File: src/rtl/gpp_pkg.sv
package gpp_pkg;

    // Output selection, latched once per frame
    typedef enum logic [1:0] {
        MODE_GRAY = 2'd0,
        MODE_INV  = 2'd1,
        MODE_BIN  = 2'd2,
        MODE_PASS = 2'd3
    } tone_mode_e;

    localparam int unsigned LAT = 3;   // data-path depth in clocks

endpackage

File: src/rtl/gpp_sync_delay.sv
module gpp_sync_delay #(
    parameter int unsigned W     = 3,
    parameter int unsigned DEPTH = 3
) (
    input  logic         clk,
    input  logic         rst,
    input  logic [W-1:0] sig_i,
    output logic [W-1:0] sig_o
);

    logic [W-1:0] tap_d [DEPTH];
    logic [W-1:0] tap_q [DEPTH];

    always_comb begin
        tap_d[0] = sig_i;
        for (int i = 1; i < DEPTH; i++) begin
            tap_d[i] = tap_q[i-1];
        end
    end

    genvar g;
    generate
        for (g = 0; g < DEPTH; g++) begin : g_tap
            always_ff @(posedge clk) begin
                if (rst) tap_q[g] <= '0;
                else     tap_q[g] <= tap_d[g];
            end
        end
    endgenerate

    assign sig_o = tap_q[DEPTH-1];

endmodule

File: src/rtl/gpp_luma.sv
module gpp_luma #(
    parameter int unsigned CH_W = 8,
    parameter int unsigned FRAC = 10,
    parameter int unsigned KR   = 306,
    parameter int unsigned KG   = 601,
    parameter int unsigned KB   = 117
) (
    input  logic              clk,
    input  logic              rst,
    input  logic [3*CH_W-1:0] rgb_i,
    input  logic              de_i,
    input  logic              rnd_i,
    output logic [CH_W-1:0]   gray_o,
    output logic [3*CH_W-1:0] rgb_o,
    output logic              de_o
);

    localparam int unsigned ACC_W = CH_W + FRAC;
    localparam int unsigned PIX_W = 3 * CH_W;

    typedef struct packed {
        logic [ACC_W-1:0] pr;
        logic [ACC_W-1:0] pg;
        logic [ACC_W-1:0] pb;
        logic [PIX_W-1:0] rgb;
        logic             de;
    } mul_st_t;

    typedef struct packed {
        logic [CH_W-1:0]  gray;
        logic [PIX_W-1:0] rgb;
        logic             de;
    } sum_st_t;

    mul_st_t m_d, m_q;
    sum_st_t s_d, s_q;

    logic [ACC_W-1:0] sum_w;
    logic [CH_W-1:0]  trunc_w;
    logic             bump_w;

    always_comb begin
        // stage 1: three weighted products
        m_d.pr  = ACC_W'(KR) * ACC_W'(rgb_i[PIX_W-1 -: CH_W]);
        m_d.pg  = ACC_W'(KG) * ACC_W'(rgb_i[2*CH_W-1 -: CH_W]);
        m_d.pb  = ACC_W'(KB) * ACC_W'(rgb_i[CH_W-1:0]);
        m_d.rgb = rgb_i;
        m_d.de  = de_i;

        // stage 2: sum, truncate, optional round-to-nearest
        sum_w   = m_q.pr + m_q.pg + m_q.pb;
        trunc_w = sum_w[ACC_W-1:FRAC];
        bump_w  = rnd_i & sum_w[FRAC-1];
        s_d.gray = trunc_w + CH_W'(bump_w);
        s_d.rgb  = m_q.rgb;
        s_d.de   = m_q.de;
    end

    always_ff @(posedge clk) begin
        if (rst) begin
            m_q <= '0;
            s_q <= '0;
        end else begin
            m_q <= m_d;
            s_q <= s_d;
        end
    end

    assign gray_o = s_q.gray;
    assign rgb_o  = s_q.rgb;
    assign de_o   = s_q.de;

    // rounding never wraps full white back to zero
    a_r2_round_no_wrap: assert property (@(posedge clk) disable iff (rst)
        ($past(m_q.pr + m_q.pg + m_q.pb) == {CH_W{1'b1}} << FRAC) |-> (gray_o == {CH_W{1'b1}}));

endmodule

File: src/rtl/gpp_tone.sv
module gpp_tone
    import gpp_pkg::*;
#(
    parameter int unsigned CH_W = 8
) (
    input  logic              clk,
    input  logic              rst,
    input  logic [CH_W-1:0]   gray_i,
    input  logic [3*CH_W-1:0] rgb_i,
    input  logic              de_i,
    input  tone_mode_e        mode_i,
    input  logic [CH_W-1:0]   thr_i,
    output logic [3*CH_W-1:0] pix_o
);

    localparam int unsigned PIX_W = 3 * CH_W;

    logic [CH_W-1:0]  lvl_w;
    logic [PIX_W-1:0] pix_d, pix_q;

    always_comb begin
        unique case (mode_i)
            MODE_INV: lvl_w = ~gray_i;
            MODE_BIN: lvl_w = (gray_i > thr_i) ? {CH_W{1'b1}} : {CH_W{1'b0}};
            default:  lvl_w = gray_i;
        endcase
        if (!de_i)                   pix_d = '0;
        else if (mode_i == MODE_PASS) pix_d = rgb_i;
        else                         pix_d = {3{lvl_w}};
    end

    always_ff @(posedge clk) begin
        if (rst) pix_q <= '0;
        else     pix_q <= pix_d;
    end

    assign pix_o = pix_q;

    // replicated channels outside pass-through
    a_r6_equal_channels: assert property (@(posedge clk) disable iff (rst)
        ($past(mode_i) != MODE_PASS) |->
        (pix_o[PIX_W-1 -: CH_W] == pix_o[2*CH_W-1 -: CH_W] &&
         pix_o[2*CH_W-1 -: CH_W] == pix_o[CH_W-1:0]));

    // two-level mode yields only full black or full white
    a_r4_two_levels: assert property (@(posedge clk) disable iff (rst)
        ($past(mode_i) == MODE_BIN) |->
        (pix_o[CH_W-1:0] == '0 || pix_o[CH_W-1:0] == {CH_W{1'b1}}));

    // negative of the stage-2 luminance
    a_r3_negative: assert property (@(posedge clk) disable iff (rst)
        ($past(mode_i) == MODE_INV && $past(de_i)) |->
        (pix_o[CH_W-1:0] == CH_W'({CH_W{1'b1}} - $past(gray_i))));

endmodule

File: src/rtl/gray_pix_pipe.sv
module gray_pix_pipe
    import gpp_pkg::*;
#(
    parameter int unsigned CH_W    = 8,
    parameter int unsigned FRAC    = 10,
    parameter int unsigned THR_RST = 140
) (
    input  logic              clk,
    input  logic              rst,
    input  logic [3*CH_W-1:0] pix_i,
    input  logic              hs_i,
    input  logic              vs_i,
    input  logic              de_i,
    input  logic [1:0]        mode_i,
    input  logic [CH_W-1:0]   thr_i,
    input  logic              rnd_i,
    output logic [3*CH_W-1:0] pix_o,
    output logic              hs_o,
    output logic              vs_o,
    output logic              de_o
);

    localparam int unsigned PIX_W = 3 * CH_W;

    typedef struct packed {
        tone_mode_e      mode;
        logic [CH_W-1:0] thr;
        logic            rnd;
        logic            vs_prev;
    } cfg_t;

    cfg_t cfg_d, cfg_q;

    always_comb begin
        cfg_d         = cfg_q;
        cfg_d.vs_prev = vs_i;
        if (vs_i && !cfg_q.vs_prev) begin
            cfg_d.mode = tone_mode_e'(mode_i);
            cfg_d.thr  = thr_i;
            cfg_d.rnd  = rnd_i;
        end
    end

    always_ff @(posedge clk) begin
        if (rst) begin
            cfg_q.mode    <= MODE_GRAY;
            cfg_q.thr     <= CH_W'(THR_RST);
            cfg_q.rnd     <= 1'b0;
            cfg_q.vs_prev <= 1'b0;
        end else begin
            cfg_q <= cfg_d;
        end
    end

    logic [CH_W-1:0]  gray_w;
    logic [PIX_W-1:0] rgb_w;
    logic             de_w;

    gpp_luma #(.CH_W(CH_W), .FRAC(FRAC)) u_luma (
        .clk    (clk),
        .rst    (rst),
        .rgb_i  (pix_i),
        .de_i   (de_i),
        .rnd_i  (cfg_q.rnd),
        .gray_o (gray_w),
        .rgb_o  (rgb_w),
        .de_o   (de_w)
    );

    gpp_tone #(.CH_W(CH_W)) u_tone (
        .clk    (clk),
        .rst    (rst),
        .gray_i (gray_w),
        .rgb_i  (rgb_w),
        .de_i   (de_w),
        .mode_i (cfg_q.mode),
        .thr_i  (cfg_q.thr),
        .pix_o  (pix_o)
    );

    gpp_sync_delay #(.W(3), .DEPTH(LAT)) u_ctl_dly (
        .clk   (clk),
        .rst   (rst),
        .sig_i ({hs_i, vs_i, de_i}),
        .sig_o ({hs_o, vs_o, de_o})
    );

    // cycles since reset, saturating at LAT, for the alignment check
    logic [1:0] age_q;
    always_ff @(posedge clk) begin
        if (rst)                  age_q <= '0;
        else if (age_q != 2'(LAT)) age_q <= age_q + 2'd1;
    end

    // control flags are the inputs three clocks earlier
    a_r8_ctl_align: assert property (@(posedge clk) disable iff (rst)
        (age_q == 2'(LAT)) |-> ({hs_o, vs_o, de_o} == $past({hs_i, vs_i, de_i}, 3)));

    // blanked pixel while enable is low
    a_r9_blank_zero: assert property (@(posedge clk) disable iff (rst)
        !de_o |-> (pix_o == '0));

    // settings hold between frame starts
    a_r10_cfg_hold: assert property (@(posedge clk) disable iff (rst)
        !(vs_i && !cfg_q.vs_prev) |=>
        ($stable(cfg_q.mode) && $stable(cfg_q.thr) && $stable(cfg_q.rnd)));

endmodule

File: config.mk
export PLATFORM = sky130hd
export DESIGN_NAME = gray_pix_pipe
export DESIGN_NICKNAME = d
export VERILOG_FILES = /design/src/rtl/gpp_pkg.sv /design/src/rtl/gpp_sync_delay.sv /design/src/rtl/gpp_luma.sv /design/src/rtl/gpp_tone.sv /design/src/rtl/gray_pix_pipe.sv
export SDC_FILE = /design/constraint.sdc
export NUM_CORES = 1
export LEC_CHECK = 0
export ABC_AREA = 1
export BUFFER_PORTS_ARGS = -buffer_cell sky130_fd_sc_hd__buf_4
export CORE_MARGIN = 2
export CORE_UTILIZATION = 56
export CTS_CLUSTER_SIZE = 14
export DETAILED_ROUTE_END_ITERATION = 8
export PLACE_DENSITY = 0.83
export SLEW_MARGIN = 20
export SYNTH_ARGS = -nofsm -noshare
export SYNTH_HDL_FRONTEND = slang
export SYNTH_HIERARCHICAL = 1
export SYNTH_SLANG_ARGS = --single-unit
File: constraint.sdc
create_clock -name clk -period 3.9 [get_ports clk]
set_input_delay 0.195 -clock clk [delete_from_list [all_inputs] [get_ports clk]]
set_output_delay 0.195 -clock clk [all_outputs]
set_load 0.05 [all_outputs]
Word level (Yosys, flattened, before mapping)
Memory sizes are Yosys's and may differ from the RTL's.
Cells that the tools add are included.
{ "word_totals": {"ff_bits": 148, "ram_bits": 9, "in_bits": 40, "output_inout_bits": 27, "elab_cells": 44, "mem_count": 1} }
{ "mem_list": {"columns": ["name", "depth", "word_bits", "read_ports", "rd_ports_with_merged_regs", "write_ports", "line_no", "rtl"], "rows": [
  ["u_ctl_dly.tap_q", 3, 3, 3, 0, 3, "gpp_sync_delay.sv:12", "logic [W-1:0] tap_q [DEPTH];"]
]} }
{ "classes": {"addsub": 3, "multipliers": 3, "magnitude_cmp": 1, "eq_ne": 3, "n_mux": 9, "n_bitwise": 6, "reduce_logical": 3} }
{ "op_table": {"columns": ["op", "count"], "rows": [
  ["adder 18 bit", 2],
  ["2-to-1 mux 24 bit", 1],
  ["multiplier 10 x 8 -> 18 bit, first input constant", 1],
  ["multiplier 8 x 8 -> 16 bit, first input constant", 1],
  ["one-hot mux 8 bit (2 select lines)", 1],
  ["multiplier 7 x 8 -> 15 bit, first input constant", 1],
  ["2-to-1 mux 3 bit", 3],
  ["adder 8 x 1 -> 8 bit", 1],
  ["> comparator 8 bit", 1],
  ["2-to-1 mux 8 bit", 1],
  ["inverter 8 bit", 1],
  ["== test 2 bit, second input constant", 2],
  ["2-to-1 mux 1 bit", 3],
  ["bitwise OR 1 bit", 3],
  ["== test 2 x 1 -> 1 bit, second input constant", 1],
  ["OR reduction 2 bit", 1],
  ["bitwise AND 1 bit", 1],
  ["logical AND 1 bit", 1],
  ["zero test 1 bit", 1],
  ["inverter 1 bit", 1]
]} }

Logic depth before layout (Yosys ltp)
{ "depth": {"depth_word": 4, "ltp_mapped": 19, "depth_no_buf": 19} }

Cells and area by module
The synthesis kept the hierarchy.
{ "modules_own_cells": {"columns": ["module", "instances", "cells_per_inst", "area_each_um2", "seq_area_each_um2"], "rows": [
  ["gpp_luma", 1, 896, 7285.7, 1981.9],
  ["gpp_tone", 1, 164, 1167.4, 480.5],
  ["gray_pix_pipe", 1, 70, 548.0, 240.2],
  ["gpp_sync_delay", 1, 28, 259.0, 180.2]
]} }

Worst setup path before layout
Ideal clock, no wire load.
{ "synth_timing": {"path_type": "in2reg", "from": "input pix_i[1]", "to": "register u_luma/m_q[37] (netlist name)", "setup_time_ns": 0.121, "t_arrival_ns": 3.289, "required_ns": 3.779, "setup_slack_ns": 0.490, "stages": 16, "n_path_buf": 0, "cell_sequence": "inv_1 -> fa_1 -> inv_1 -> fa_1 -> ha_1 -> inv_1 -> fa_1 -> inv_1 -> ha_1 -> a21oi_1 -> o21ai_0 -> a21oi_1 -> nor2_1 -> or2_0 -> o21ai_0 -> a21oi_1"} }
{ "synth_between": {"elab_chain_len": 1} }
{ "synth_lines": {"columns": ["item", "line_no", "rtl"], "rows": [
  ["start, declared", "gray_pix_pipe.sv:10", "input logic [3*CH_W-1:0] pix_i,"],
  ["multiplier 7 x 8 -> 15 bit", "gpp_luma.sv:46", "m_d.pb = ACC_W'(KB) * ACC_W'(rgb_i[CH_W-1:0]);"],
  ["end signal, assigned", "gpp_luma.sv:64", "m_q <= m_d;"],
  ["end, declared", "gpp_luma.sv:35", "mul_st_t m_d, m_q;"]
]} }
Every way passes these cells.
A chain may end at the register's enable or synchronous reset.

Final worst setup path
Ends and elaborated chain as after synthesis.

==> out/results.ini <==
[timing]
slew_headroom_pct = 30.2
rsz0062_at_grt = false
final_max_slew_viol_count = 0
fin_ws_ns = 0.512
timing.setup.tns_ns = 0
layout_min_cycle_time_ns = 3.39
finalSetupViolations = 0
skew_ns = 0.0110
fmax_mhz = 295
period_share_pct = 86.9
tightest_slew_ns = 1.05
hold-worst-slack_ns = 0.0279
hold_viol_final = 0

[logic_synthesis]
ys_async_sr_fraction_pct = 0
synth_cell_types = 42
yosysTopAreaCell = dfxtp_1
netlist.area_leader.share_pct = 31.1
netlist_instances = 1158
ys_seq_elements = 144
ys_top_cells_by_count = inv_1 (239), nand2_1 (196), ha_1 (150)
ys_top_cells_by_area = dfxtp_1 (31%), ha_1 (20%), fa_1 (10%)
synth_edf_count = 0
yosysMostFrequentCell = inv_1
synth_nets = 1395
synth_flop_cell = dfxtp_1
yosysWarnings = 6
avgSynthCellArea_um2 = 8.00
synth-seq-area-share_pct = 31.1
syn-cell-area_um2 = 9260

[clocking]
cts_setup_buffers = 0
cts_resized = 0
clkTransAtPathRegs_ns = 0.06
ctsHoldBuffers = 2
clkLatencyLatePin_ns = 0.42
htree_levels = 4
clock-sinks = 144
cts-root-buf = clkbuf_16
clock_path_buffers = 2
cts_tree = done
numCtsBuffers = 17

[worst_setup_path]
slowest_delay_ns = 0.55
crit_start = pix_i[1]
critPathMaxFanout = 5
worstPathArrival_ns = 3.69
ff2ff_setup_slack_ns = 0.82
r2r_cells = 17
crit_path_end_kind = register
r2r_end = u_luma/gray_o[6]$_SDFF_PP0_
setup.worst_path.end = u_luma/m_q[37]$_SDFF_PP0_
path_common_cell = inv_1
cp_slowest_cell = fa_1
path_cells = buf_4 > inv_1 > fa_1 > inv_1 > fa_1 > ha_1 > inv_1 > fa_1 > inv_1 > ha_1 > a21oi_1 > o21ai_0 > a21oi_1 > nor2_1 > or2_0 > o21ai_0 > a21oi_1
r2r_start = u_luma/m_q[64]$_SDFF_PP0_
critPathKind = in -> reg
cp-start-kind = input port
worstPathRequired_ns = 4.20

[drt]
drc = 0
routed_wl_um = 18700
drt-vias-per-instance = 4.99
drtAntennaViolNets = 0
drt_iter0_drc = 440
vias = 7271
dr.pass1.iters = 5
wl_per_cell_um = 12.8

[layout]
diodes = 0
final_nets = 1461
final_cells = 1457
syn_to_final_growth_pct = 14.0
drive_gt1_share_pct = 9.70
fillers = 1333

[pwr]
leakagePower_uw = 0.00565
finalPower_uw = 6540
power.density_nw_per_um2 = 620
peakVddDrop_mv = 0.346

[floorplanning]
die_w_um = 133
die-area_um2 = 17600
core_um2 = 16300
initial_core_util_pct = 56.6
rows = 47
ioPinCount = 67
die_y_um = 133

[grt]
grt_pass1_wl_um = 31400
grtUsageTotal_pct = 22.1
grt_max_degree = 61
grt_pass1_vias = 6982
grt-ovfl-total = 0
antenna_found_initial = 0

[min_path]
hold_path_class = in -> reg

[place]
pre_cts_ws_ns = 0.146
hpwlAfterDp_um = 14800
dp_cells = 1423
gp_congestion = 0.910
portBuffers = 66

[run]
cap_violations = 0

[status]
outcome = completed

report_power, final:
| group | switching, uW | internal (uW) |
|---|---|---|
| clock network | 673 | 978 |
| registers | 122 | 1680 |
| logic | 1970 | 1120 |
| total | 2760 | 3780 |
placed cells by master, fill, tap and decap left out, drive strengths merged:
cell / Yosys / layout
o21a: 4 / 4
nor3: 5 / 5
nand4: 5 / 5
nand2: 200 / 200
o31ai: 1 / 1
a31oi: 4 / 4
and3: 2 / 2
dlygate4sd3: 0 / 2
buf: 6 / 68
o2111ai: 2 / 2
xnor2: 3 / 3
ha: 150 / 150
dfxtp: 144 / 144
bufinv: 0 / 2
nor4: 1 / 1
a221oi: 2 / 2
clkinvlp: 0 / 1
clkbuf: 17 / 17
o21bai: 4 / 4
and2: 2 / 2
nor2: 124 / 124
nand3: 41 / 41
inv: 240 / 249
fa: 47 / 47
clkinv: 0 / 3
nand3b: 1 / 1
a21boi: 1 / 1
or2: 2 / 2
o221ai: 1 / 1
a21oi: 103 / 103
a21o: 3 / 3
xor2: 2 / 2
o21ai: 41 / 41
registers in the layout, indices dropped and copies added, names as in the netlist:
signal	cells
u_luma/rgb_o	24
u_tone/pix_o	24
u_luma/m_q	66
u_luma/de_o	1
u_ctl_dly/tap_q	9
cfg_q	12
u_luma/gray_o	8
per-layer routing:
| metal | vias up | share of wire (%) | track usage [%] | routed length, um |
|---|---|---|---|---|
| met5 | - | 0 | 0 | 0 |
| met3 | 35 | 4.4 | 3.64 | 828 |
| met2 | 178 | 49 | 39.1 | 9240 |
| met1 | 3284 | 44 | 27.0 | 8160 |
| li1 | 3774 | - | - | - |
| met4 | 0 | 2.6 | 8.18 | 490 |
worst max-delay path, delay by kind of cell:
kind / cells / cell delay, ns
and+or+nand+nor: 2 / 0.30
AOI/OAI and AO/OA: 5 / 0.71
adders and majority gates: 5 / 2.15
buffers and inverters: 5 / 0.33
how the worst min path moves through the flow:
stage	from	end	slack, ns	cells past startpoint
floorplan	rst	cfg_q[0]$_SDFF_PP0_	0.27	1
global placement	u_ctl_dly/tap_q[0][1]$_SDFF_PP0_	u_ctl_dly/tap_q[1][1]$_SDFF_PP0_	0.39	2
detailed placement	u_ctl_dly/tap_q[0][1]$_SDFF_PP0_	u_ctl_dly/tap_q[1][1]$_SDFF_PP0_	0.40	2
CTS	thr_i[2]	cfg_q[4]$_SDFFE_PP1P_	0.01	3
global route	thr_i[3]	cfg_q[5]$_SDFFE_PP1P_	0.03	3
finish	thr_i[2]	cfg_q[4]$_SDFFE_PP1P_	0.03	3
metrics by stage:
stage                     util, %  area [um2]
after floorplan                 -        9260
after global placement       60.7        9920
after detailed placement     60.7        9920
after CTS                    64.6       10600
after global routing         64.6       10600
final                        64.6       10600
area by class of cell:
class | count | area, um2 | share of cell area [%]
clock buffers | 17 | 425 | 4.03
clock inverters | 15 | 191 | 1.81
inverters | 240 | 901 | 8.53
multi-input cells | 751 | 5350 | 50.7
flip-flops and latches | 144 | 2880 | 27.3
well taps | 220 | 275 | 2.61
repair buffers | 70 | 531 | 5.03
cell families after synthesis:
family | synth area share, %
compound gates | 9.62
xor+xnor | 0.473
fa+ha+maj | 30.4
buf+inv | 11.1
flops | 31.1
simple gates | 17.2
(Power assumes the default switching activity.)
